--- config.mk ---
export PLATFORM = sky130hd
export DESIGN_NAME = coherent_frc
export DESIGN_NICKNAME = d
export VERILOG_FILES = /design/src/rtl/frc_pkg.sv /design/src/rtl/frc_prescale.sv /design/src/rtl/frc_count.sv /design/src/rtl/frc_low_latch.sv /design/src/rtl/coherent_frc.sv
export SDC_FILE = /design/constraint.sdc
export NUM_CORES = 1
export LEC_CHECK = 0
export ABC_AREA = 1
export CORE_ASPECT_RATIO = 2
export CORE_MARGIN = 4
export CORE_UTILIZATION = 40
export CTS_CLUSTER_SIZE = 10
export DETAILED_ROUTE_END_ITERATION = 16
export GPL_ROUTABILITY_DRIVEN = 0
export PLACE_DENSITY = 0.67
export SLEW_MARGIN = 40
export SYNTH_ARGS = -nofsm -noshare
export SYNTH_HDL_FRONTEND = slang
export SYNTH_SLANG_ARGS = --single-unit
--- constraint.sdc ---
create_clock -name clk -period 2 [get_ports clk]
set_input_delay 0.3 -clock clk [delete_from_list [all_inputs] [get_ports clk]]
set_output_delay 0.3 -clock clk [all_outputs]
set_load 0.005 [all_outputs]
--- src/rtl/frc_pkg.sv ---
package frc_pkg;
    localparam int DATA_W    = 8;
    localparam int CNT_W     = 16;
    localparam int ADDR_W    = 2;
    localparam int PRE_W     = 2;
    localparam logic [CNT_W-1:0] CNT_RESET = 16'hFFFC;
    localparam int BIT_IE    = 7;
    localparam int BIT_ACK   = 0;
    localparam int BIT_OVF   = 7;

    typedef enum logic [ADDR_W-1:0] {
        SEL_CTRL = 2'd0,
        SEL_STAT = 2'd1,
        SEL_HIGH = 2'd2,
        SEL_LOW  = 2'd3
    } reg_sel_e;

    typedef struct packed {
        logic rd_high;
        logic rd_low;
        logic wr_ctrl;
    } bus_evt_t;

    function automatic bus_evt_t decode_bus(input logic [ADDR_W-1:0] a,
                                            input logic r, input logic w);
        bus_evt_t e;
        e.rd_high = r && (reg_sel_e'(a) == SEL_HIGH);
        e.rd_low  = r && (reg_sel_e'(a) == SEL_LOW);
        e.wr_ctrl = w && (reg_sel_e'(a) == SEL_CTRL);
        return e;
    endfunction
endpackage

--- src/rtl/frc_prescale.sv ---
module frc_prescale #(
    parameter int PRE_W = frc_pkg::PRE_W
) (
    input  logic clk,
    input  logic rst,
    input  logic run_en,
    output logic tick
);
    logic [PRE_W-1:0] pre_q;

    always_ff @(posedge clk) begin
        if (rst)
            pre_q <= '0;
        else if (run_en)
            pre_q <= pre_q + 1'b1;
    end

    assign tick = run_en && (&pre_q);

    assert_pre_hold_R3: assert property (@(posedge clk) disable iff (rst)
        !run_en |=> $stable(pre_q));
endmodule

--- src/rtl/frc_count.sv ---
module frc_count #(
    parameter int CNT_W = frc_pkg::CNT_W,
    parameter logic [CNT_W-1:0] RESET_VAL = frc_pkg::CNT_RESET
) (
    input  logic             clk,
    input  logic             rst,
    input  logic             tick,
    input  logic             run_en,
    output logic [CNT_W-1:0] count,
    output logic             wrap
);
    logic [CNT_W-1:0] cnt_q;

    always_ff @(posedge clk) begin
        if (rst)
            cnt_q <= RESET_VAL;
        else if (tick)
            cnt_q <= cnt_q + 1'b1;
    end

    assign count = cnt_q;
    assign wrap  = tick && (&cnt_q);

    assert_count_frozen_R3: assert property (@(posedge clk) disable iff (rst)
        !run_en |=> $stable(cnt_q));

    assert_count_step_R1: assert property (@(posedge clk) disable iff (rst)
        1'b1 |=> (cnt_q == $past(cnt_q)) || (cnt_q == $past(cnt_q) + 1'b1));
endmodule

--- src/rtl/frc_low_latch.sv ---
module frc_low_latch #(
    parameter int DATA_W = frc_pkg::DATA_W
) (
    input  logic              clk,
    input  logic              rst,
    input  logic [DATA_W-1:0] live_low,
    input  logic              rd_high,
    input  logic              rd_low,
    output logic [DATA_W-1:0] low_view
);
    logic              held_q;
    logic [DATA_W-1:0] copy_q;

    always_ff @(posedge clk) begin
        if (rst) begin
            held_q <= 1'b0;
            copy_q <= '0;
        end else if (rd_low) begin
            held_q <= 1'b0;
        end else if (rd_high && !held_q) begin
            held_q <= 1'b1;
            copy_q <= live_low;
        end
    end

    assign low_view = held_q ? copy_q : live_low;

    assert_copy_kept_R7: assert property (@(posedge clk) disable iff (rst)
        (held_q && !rd_low) |=> (held_q && $stable(copy_q)));
endmodule

--- src/rtl/coherent_frc.sv ---
module coherent_frc
    import frc_pkg::*;
(
    input  logic              clk,
    input  logic              rst,
    input  logic              run_en,
    input  logic [ADDR_W-1:0] addr,
    input  logic              rd,
    input  logic              wr,
    input  logic [DATA_W-1:0] wdata,
    output logic [DATA_W-1:0] rdata,
    output logic              irq
);
    localparam int HI_LSB = CNT_W - DATA_W;

    bus_evt_t         evt;
    logic             tick;
    logic             wrap;
    logic [CNT_W-1:0] count;
    logic [DATA_W-1:0] low_view;
    logic             ovf_q;
    logic             ie_q;
    logic             ack;

    assign evt = decode_bus(addr, rd, wr);
    assign ack = evt.wr_ctrl && wdata[BIT_ACK];

    frc_prescale #(.PRE_W(PRE_W)) u_pre (
        .clk(clk), .rst(rst), .run_en(run_en), .tick(tick)
    );

    frc_count #(.CNT_W(CNT_W), .RESET_VAL(CNT_RESET)) u_cnt (
        .clk(clk), .rst(rst), .tick(tick), .run_en(run_en),
        .count(count), .wrap(wrap)
    );

    frc_low_latch #(.DATA_W(DATA_W)) u_latch (
        .clk(clk), .rst(rst), .live_low(count[DATA_W-1:0]),
        .rd_high(evt.rd_high), .rd_low(evt.rd_low), .low_view(low_view)
    );

    always_ff @(posedge clk) begin
        if (rst) begin
            ovf_q <= 1'b0;
            ie_q  <= 1'b0;
        end else begin
            if (wrap)
                ovf_q <= 1'b1;
            else if (ack)
                ovf_q <= 1'b0;
            if (evt.wr_ctrl)
                ie_q <= wdata[BIT_IE];
        end
    end

    always_comb begin
        rdata = '0;
        unique case (reg_sel_e'(addr))
            SEL_CTRL: rdata[BIT_IE]  = ie_q;
            SEL_STAT: rdata[BIT_OVF] = ovf_q;
            SEL_HIGH: rdata = count[HI_LSB +: DATA_W];
            SEL_LOW:  rdata = low_view;
            default:  rdata = '0;
        endcase
    end

    assign irq = ovf_q && ie_q;

    assert_wrap_sets_flag_R8: assert property (@(posedge clk) disable iff (rst)
        wrap |=> ovf_q);

    assert_ack_clears_R10: assert property (@(posedge clk) disable iff (rst)
        (ack && !wrap) |=> !ovf_q);
endmodule

# Word-level counts from Yosys, hierarchy flattened

Index checks and enable logic that the tools add are counted.

Output and inout bits: 9
Memories: 0
Bits in latches: 0
Word-level logic and storage cells: 32
Register bits: 29
ROM bits: 0
Memory bits (writable): 0

Reduce and logical (&&, ||, !) cells: 15
Multiplexer cells: 5
Div/mod/pow operators: 0
$mul: 0
Shift-type cells: 0
Equal/unequal tests: 3
Bitwise gates (word level): 1
Order comparisons: 0
Add/sub/neg operators: 2

Operators by type and width:

| kind                                                             | number |
|---|---|
| 16-bit by 1-bit adder with 16-bit output (second input constant) | 1 |
| 16-bit AND reduction                                             | 1 |
| 7-bit case mux with 2 select lines                               | 1 |
| 1-bit logical AND                                                | 8 |
| 8-bit 2-to-1 mux                                                 | 1 |
| 2-bit == test (second input constant)                            | 2 |
| 1-bit case mux with 4 select lines                               | 1 |
| 2-bit AND reduction                                              | 2 |
| 2-bit by 1-bit adder with 2-bit output (second input constant)   | 1 |
| 2-bit by 1-bit == test with 1-bit output (second input constant) | 1 |
| 2-bit logical NOT                                                | 1 |
| 1-bit 2-to-1 mux                                                 | 2 |
| 2-bit nonzero test                                               | 1 |
| 2-bit OR reduction                                               | 1 |
| 1-bit logical NOT                                                | 1 |
| 1-bit NOT                                                        | 1 |

# Longest topological paths before layout

Gate-level depths: netlist (run 1).

Depth in word-level cells: 5
Depth in mapped cells: 8
Mapped depth without buffers: 8

# Cells and area by module

Synthesis (run 1) repeated with hierarchy kept, for this count alone.

Cells, all modules: 255
Area, all modules: 1696.6 µm²

By module, submodules not included:

| module        | cells an instance | area each (µm²) | seq. area each (µm²) | times used |
|---|---|---|---|---|
| frc_count     | 119               | 817.0           | 320.3                | 1 |
| frc_low_latch | 89                | 559.3           | 180.2                | 1 |
| coherent_frc  | 32                | 222.7           | 40.0                 | 1 |
| frc_prescale  | 15                | 97.6            | 40.0                 | 1 |

# Worst setup path before layout (run 1)

Ideal clock, no wire load.

Kind: register -> register
Start point: register u_cnt.cnt_q[1], in the netlist u_cnt.count[1]
End point: register u_cnt.cnt_q[14], in the netlist u_cnt.count[14]
Path slack: 0.823 ns
Arrival: 1.044 ns
Cell stages (with the launch flop): 9
Data required time: 1.866 ns
Period minus slack after synthesis: 1.177 ns
Setup time: 0.134 ns
Path through: dfxtp_1 ha_1 inv_1 nor2_1 nand2_2 nor2_4 nand2_1 nand2_1 nand3_1

Longest elaborated chain between the ends: 1

Ends and longest elaborated chain:

| item                                     | line            | source |
|---|---|---|
| start, declared                          | frc_count.sv:12 | `logic [CNT_W-1:0] cnt_q;` |
| start signal, assigned                   | frc_count.sv:18 | `cnt_q <= cnt_q + 1'b1;` |
| 16-bit by 1-bit adder with 16-bit output | frc_count.sv:18 |  |

No other way between the ends.
A chain may end at the register's enable or synchronous reset.

# Final worst setup path (run 1)

Start point: input port addr[0]
End point: output port rdata[2]

Longest elaborated chain between the ends: 2
Elaborated cells on any way between the ends: 3
Those cells by class: 2 x eq/ne; 1 x mux

Ends and longest elaborated chain:

| item                                 | line               | source |
|---|---|---|
| start, declared                      | coherent_frc.sv:7  | `input logic [ADDR_W-1:0] addr,` |
| 2-bit == test                        | coherent_frc.sv:58 | `unique case (reg_sel_e'(addr))` |
| 7-bit case mux with 2 select lines * | coherent_frc.sv:58 |  |
| end, declared                        | coherent_frc.sv:11 | `output logic [DATA_W-1:0] rdata,` |

Every way passes the cells marked *; elsewhere a longest branch is shown, timed or not.

==> key figures, run 1 <==
Global routing
  • Global-route wire length before repair: 6450 um
  • Congestion Overflow GR: 0
  • Largest net degree at the start of global routing: 24
  • Total global-route track usage: 0.178
  • Antenna violations before repair: 0
  • Vias in the first global route: 1,474

Worst setup path
  • Worst R2R Setup Slack: 0.65 ns
  • CP Class: in2out
  • Startpoint type of the worst setup path: primary input
  • Critical Path, Cell by Cell: clkdlybuf4s50_1, nand2_1, inv_2, buf_4, o21ai_0, o22ai_1, dlygate4sd2_1
  • R2R cell count: 8
  • CP max stage delay: 0.49 ns
  • Crit path max fanout: 6
  • Worst Setup EP: rdata[2]
  • Critical-path cell with the highest stage delay: clkdlybuf4s50_1
  • R2r startpoint: u_cnt.count[1]$_SDFFE_PP0P_
  • Arr. time, crit path: 1.59 ns
  • Crit. Startpoint: addr[0]
  • Capture point of the worst reg-to-reg path: u_cnt.count[14]$_SDFFE_PP1P_
  • Crit path capture type: primary output
  • CP Data Required Time: 1.70 ns

Pwr
  • Total power draw: 0.00145 W
  • Pwr dens: 755 mW/mm^2
  • Pleak: 0.930 nW
  • Worst VDD drop: 0.895 mV

Detailed routing
  • WL per Instance: 13.1 um
  • Vias: 1,493
  • Router iterations before antenna repair: 4
  • Post-route ant nets: 0
  • Via-to-Cell Ratio: 5.08
  • Iteration-0 DRC Markers: 34
  • Routed WL: 3850 um
  • DRC errors left: 0

Clocking
  • Num Clock Sinks: 29
  • Clk buf depth: 2
  • # H-tree levels: 2
  • TritonCTS clock tree: yes
  • CTS clock-pin slew for the worst setup and hold paths: 0.07 ns
  • CTS Root Cell: clkbuf_8
  • Num CTS Buffers: 5
  • Clock latency on the worst-skew pair: 0.28 ns

Logic synthesis
  • Post-synth ARST share: 0
  • Number of synthesized flops with an enable pin: 0
  • Synth top cells by count: nand2_1, dfxtp_1, o21ai_0
  • Most frequent cell after synthesis: nand2_1
  • Largest cells by area after synthesis: dfxtp_1, o21ai_0, nand2_1
  • Synthesized Nets: 230
  • Synth Instances: 213
  • Number of synthesized register bits: 29
  • Synthesized area per cell: 7.05 um^2
  • Synthesized area: 0.00150 mm^2
  • Synth top area share: 0.386
  • Largest area contributor in the netlist: dfxtp_1
  • Ys Warns: 0
  • Seq/Total Area, Yosys: 0.386
  • Ys flop type: dfxtp_1
  • Synth unique cells: 26

Placed design
  • Placed Cells incl. Taps: 284
  • Placed cell area: 0.00177 mm^2
  • Buffers added on ports: 17
  • DP HPWL: 2920 um

STA
  • F_max: 529 MHz
  • Final Hold Fails: 0
  • Setup violators final: 0
  • Final Cycle Share: 0.944
  • RSZ-0062 raised after global routing: false
  • Tmin final: 1.89 ns
  • Fin. max-slew vios: 0
  • Worst relative slew slack: 0.782
  • Clock Skew: 0.00481 ns
  • Slew @ Worst Pin: 0.326 ns
  • Final TNS setup: 0 ns
  • Hold_ws: 0.445 ns

Floorplan
  • Ports: 24
  • Rows: 31
  • Die H: 94.7 um
  • Core box area: 0.00361 mm^2
  • Initial Utilization: 0.417
  • Die area: 0.00486 mm^2
  • Die W: 51.3 um

Run status
  • Outcome: complete, no violations

Cells and area
  • Layout cells sized above 1: 0.143
  • Nets: 261
  • Final instance area: 0.00192 mm^2
  • Fillers: 386
  • Synthesis-to-finish area growth: 27.7%
  • Antenna Diode Count: 0
  • Finished Layout Cells: 294

Hold path
  • Hold/Removal Path Class: reg2reg

Run
  • Max-cap viol count: 0
## how the worst min path moves through the flow
| stage | startpoint | end | slack, ns | cells past startpoint |
|---|---|---|---|---|
| 2_1_floorplan | rst | ovf_q$_SDFFE_PP0P_ | 0.37 | 1 |
| 3_3_place_gp | u_latch.copy_q[4]$_SDFFE_PP0P_ | u_latch.copy_q[4]$_SDFFE_PP0P_ | 0.43 | 2 |
| 6_report | u_latch.copy_q[3]$_SDFFE_PP0P_ | u_latch.copy_q[3]$_SDFFE_PP0P_ | 0.45 | 2 |
| 5_1_grt | u_latch.copy_q[1]$_SDFFE_PP0P_ | u_latch.copy_q[1]$_SDFFE_PP0P_ | 0.47 | 2 |
| 3_5_place_dp | u_latch.copy_q[3]$_SDFFE_PP0P_ | u_latch.copy_q[3]$_SDFFE_PP0P_ | 0.44 | 2 |
| 4_1_cts | u_latch.copy_q[3]$_SDFFE_PP0P_ | u_latch.copy_q[3]$_SDFFE_PP0P_ | 0.45 | 2 |
## cell type report
type	count	area, um^2	area share
timing repair buffer	29	256	0.134
sequential	29	581	0.302
multi-input combinational	152	786	0.409
clock buffer	5	68.8	0.0359
tap	49	61.3	0.0319
inverter	27	101	0.0528
clock inverter	3	65.1	0.0339
## kinds of logic after synthesis
| logic type | after synthesis | synth area share |
|---|---|---|
| buffers and inverters | 32 | 0.0924 |
| AOI/OAI and AO/OA | 56 | 0.194 |
| and+or+nand+nor | 92 | 0.299 |
| xor gates and xnor gates | 2 | 0.0117 |
| DFF | 29 | 0.386 |
| adders and majority gates | 2 | 0.0167 |
## sequential cells by signal, summed over array words and instances, names as in the netlist
register	count
ie_q	1
ovf_q	1
u_cnt.count	16
u_latch.copy_q	8
u_latch.held_q	1
u_pre.pre_q	2
## routing by layer
metal / routed length (um) / GRT usage / share of wire
met5: 0 / 0 / 0
met4: 233 / 0.123 / 0.061
met3: 118 / 0.0411 / 0.031
met2: 2070 / 0.325 / 0.54
met1: 1430 / 0.170 / 0.37
## where the power goes
| part | internal, W | switching, W | leakage (nW) |
|---|---|---|---|
| sequential | 0.000594 | 0.0000113 | 0.236 |
| clock | 0.000495 | 0.000224 | 0.0681 |
| combinational | 0.0000630 | 0.0000628 | 0.626 |
| total | 0.00115 | 0.000298 | 0.930 |
## repair_timing
item,4_1_cts,5_1_grt
setup endpoints to repair,8,4
hold buffers,0,0
cloned,0,0
gates resized for setup,8,3
pin swaps,0,1
buffers inserted,2,0
## through the flow
step           setup slack, ns   util
2_1_floorplan            0.823      -
3_3_place_gp            -0.179  0.491
3_5_place_dp            -0.216  0.491
4_1_cts                 -0.125  0.530
5_1_grt                 0.0174  0.532
6_report                 0.111  0.532
## cells in the final DEF, fill, tap and decap left out
cell              n
nor3b_1           1
dlygate4sd2_1     7
bufinv_16         2
dlymetal6s2s_1    2
nand2_4           1
nor3_1            1
nand4_1           4
nand3_1          14
o21ai_0          28
clkbuf_8          5
nor2_1           24
inv_1            24
buf_4            12
o22ai_1           6
clkdlybuf4s50_1   8
a21oi_1          18
xnor2_1           2
inv_2             3
nor2_4            4
nand2_2           5
dfxtp_1          29
ha_1              2
nor2_2            1
nand2_1          35
o2111ai_1         1
clkinv_2          1
nand3b_1          1
nand4_4           1
o21ai_1           3
## critical path: cells and delay by family
family / cells / cell delay, ns
compound gates: 2 / 0.22
buf+inv: 4 / 0.98
simple gates: 1 / 0.09
Power figures use the tool's default switching activity.
==> run 2, diff against run 1 <==
--- a/config.mk
+++ b/config.mk
@@ -11,8 +11,10 @@
 export CORE_UTILIZATION = 40
 export CTS_CLUSTER_SIZE = 10
 export DETAILED_ROUTE_END_ITERATION = 16
+export DONT_BUFFER_PORTS = 1
 export GPL_ROUTABILITY_DRIVEN = 0
-export PLACE_DENSITY = 0.67
+export HOLD_SLACK_MARGIN = 0.06
+export PLACE_DENSITY = 0.58
 export SLEW_MARGIN = 40
 export SYNTH_ARGS = -nofsm -noshare
 export SYNTH_HDL_FRONTEND = slang
==> run 2 against run 1 <==
  * Via count is 8.2% lower
  * Sequential share of layout area is 5.8 points higher
  * Hold slack worse by 0.36 ns
  * Non-clock buffer count is 29 lower
  * Count of clock-buffer cells in the layout is 1 higher
  * Worst setup slack better by 0.33 ns
  * Fmax is 21% higher
  * Power is 21% lower
  * Cell count is 9.9% lower
==> key figures, run 2 (synthesized netlist as in run 1, its figures left out) <==
Run status
  • Outcome: complete, no violations

STA
  • Final Cycle Share: 0.779
  • Fin. max-slew vios: 0
  • Final Hold Fails: 0
  • Slew @ Worst Pin: 0.669 ns
  • Clock Skew: 0.00369 ns
  • Final TNS setup: 0 ns
  • F_max: 642 MHz
  • Tmin final: 1.56 ns
  • RSZ-0062 raised after global routing: false
  • Worst relative slew slack: 0.553
  • Hold_ws: 0.0809 ns
  • Setup violators final: 0

Detailed routing
  • Via-to-Cell Ratio: 5.17
  • Iteration-0 DRC Markers: 38
  • Vias: 1,371
  • DRC errors left: 0
  • Post-route ant nets: 0
  • Router iterations before antenna repair: 4
  • Routed WL: 3770 um
  • WL per Instance: 14.2 um

Worst setup path
  • Crit path capture type: primary output
  • Startpoint type of the worst setup path: register
  • Crit path max fanout: 10
  • Critical Path, Cell by Cell: inv_2, nor2_1, o22ai_1
  • CP Depth: 3
  • CP Data Required Time: 1.70 ns
  • Arr. time, crit path: 1.26 ns
  • Worst Setup EP: rdata[5]
  • R2R cell count: 8
  • Crit. Startpoint: u_latch.held_q$_SDFFE_PP0P_
  • Worst R2R Setup Slack: 0.66 ns
  • CP max stage delay: 0.53 ns
  • Critical-path cell with the highest stage delay: dfxtp_1
  • Buf/Inv on CP: 1
  • R2r startpoint: u_cnt.count[1]$_SDFFE_PP0P_
  • Delay-heaviest family, CP: flip-flops
  • Capture point of the worst reg-to-reg path: u_cnt.count[14]$_SDFFE_PP1P_
  • CP Class: reg2out

Floorplan
  • Die H: 94.7 um
  • Core box area: 0.00361 mm^2
  • Die W: 51.3 um
  • Rows: 31
  • Die area: 0.00486 mm^2
  • Initial Utilization: 0.417
  • Ports: 24

Cells and area
  • Most common cell after layout, fill and taps aside: nand2_1
  • Finished Layout Cells: 265
  • Multi-input gate area: 783 um^2
  • Max reg flops: 16
  • Antenna Diode Count: 0
  • Fillers: 400
  • Commonest non-fill, non-tap cells in the layout: nand2_1, dfxtp_1, o21ai_0, inv_1, nor2_1
  • Layout cells sized above 1: 0.0926
  • Final instance area: 0.00161 mm^2
  • Register Area: 581 um^2
  • Nets: 232
  • Synthesis-to-finish area growth: 7.08%

Global routing
  • Antenna violations before repair: 0
  • Total global-route track usage: 0.177
  • Largest net degree at the start of global routing: 24
  • Vias in the first global route: 1,347
  • Global-route wire length before repair: 6290 um
  • Congestion Overflow GR: 0

Pwr
  • Switching portion of total power: 0.253
  • Switching Power: 0.000291 W
  • Worst VDD drop: 0.668 mV
  • Combinational power share: 0.065
  • Total power draw: 0.00115 W
  • Pleak: 0.752 nW
  • Sequential power share: 0.526
  • Clock power frac: 0.410
  • Pwr dens: 715 mW/mm^2
  • Internal: 0.000860 W

Clocking
  • Postcts setup bufs: 0
  • CTS hold repair buffers: 0
  • Post-cts resize count: 0
  • Num CTS Buffers: 5
  • TritonCTS clock tree: yes
  • Num Clock Sinks: 29
  • # H-tree levels: 2
  • Clock latency on the worst-skew pair: 0.28 ns
  • Clk buf depth: 2
  • CTS clock-pin slew for the worst setup and hold paths: 0.06 ns
  • CTS Root Cell: clkbuf_8

Placed design
  • Placed cell area: 0.00153 mm^2
  • DP HPWL: 2810 um
  • Buffers added on ports: 0
  • Placed Cells incl. Taps: 257

Run
  • Max-cap viol count: 0

Hold path
  • Hold/Removal Path Class: in2reg
run 2: cell types whose count changed in the layout (fill, tap and decap cells not counted), moves of 2 or more:
cell,before,now
buf_4,12,0
bufinv_16,2,0
clkdlybuf4s50_1,8,0
dlygate4sd2_1,7,0
dlymetal6s2s_1,2,0
run 2: routing by layer:
metal / GRT usage / share of wire
met1: 0.183 / 0.37
met4: 0.107 / 0.036
met5: 0 / 0
met2: 0.311 / 0.54
met3: 0.0427 / 0.051
run 2: per-stage QoR:
stage | setup slack [ns] | util
after floorplan | 0.823 | -
final | 0.442 | 0.446
after detailed placement | 0.661 | 0.423
after global placement | 0.662 | 0.423
after CTS | 0.456 | 0.446
after global routing | 0.400 | 0.446
run 2: area by class of cell:
class                      instances  share of cell area
multi-input combinational        152               0.487
tap                               49              0.0381
sequential                        29               0.361
clock buffer                       6              0.0451
inverter                          27              0.0630
clock inverter                     2             0.00622
run 2: how the worst min path moves through the flow:
stage	cells past startpoint	slack, ns	start	to
after floorplan	1	0.37	rst	ovf_q$_SDFFE_PP0P_
after global placement	1	0.37	rst	ovf_q$_SDFFE_PP0P_
after detailed placement	1	0.38	rst	ovf_q$_SDFFE_PP0P_
after CTS	1	0.07	rst	ovf_q$_SDFFE_PP0P_
after global routing	1	0.08	rst	ovf_q$_SDFFE_PP0P_
final	1	0.08	rst	u_pre.pre_q[0]$_SDFFE_PP0P_
run 2: power groups by stage:
stage / Combinational [W] / Clock (W) / Sequential, W
floorplan: 0.0000658 / 0 / 0.000613
global placement: 0.0000751 / 0 / 0.000618
detailed placement: 0.0000764 / 0 / 0.000618
CTS: 0.0000767 / 0.000486 / 0.000605
global route: 0.0000884 / 0.000507 / 0.000607
finish: 0.0000744 / 0.000472 / 0.000605
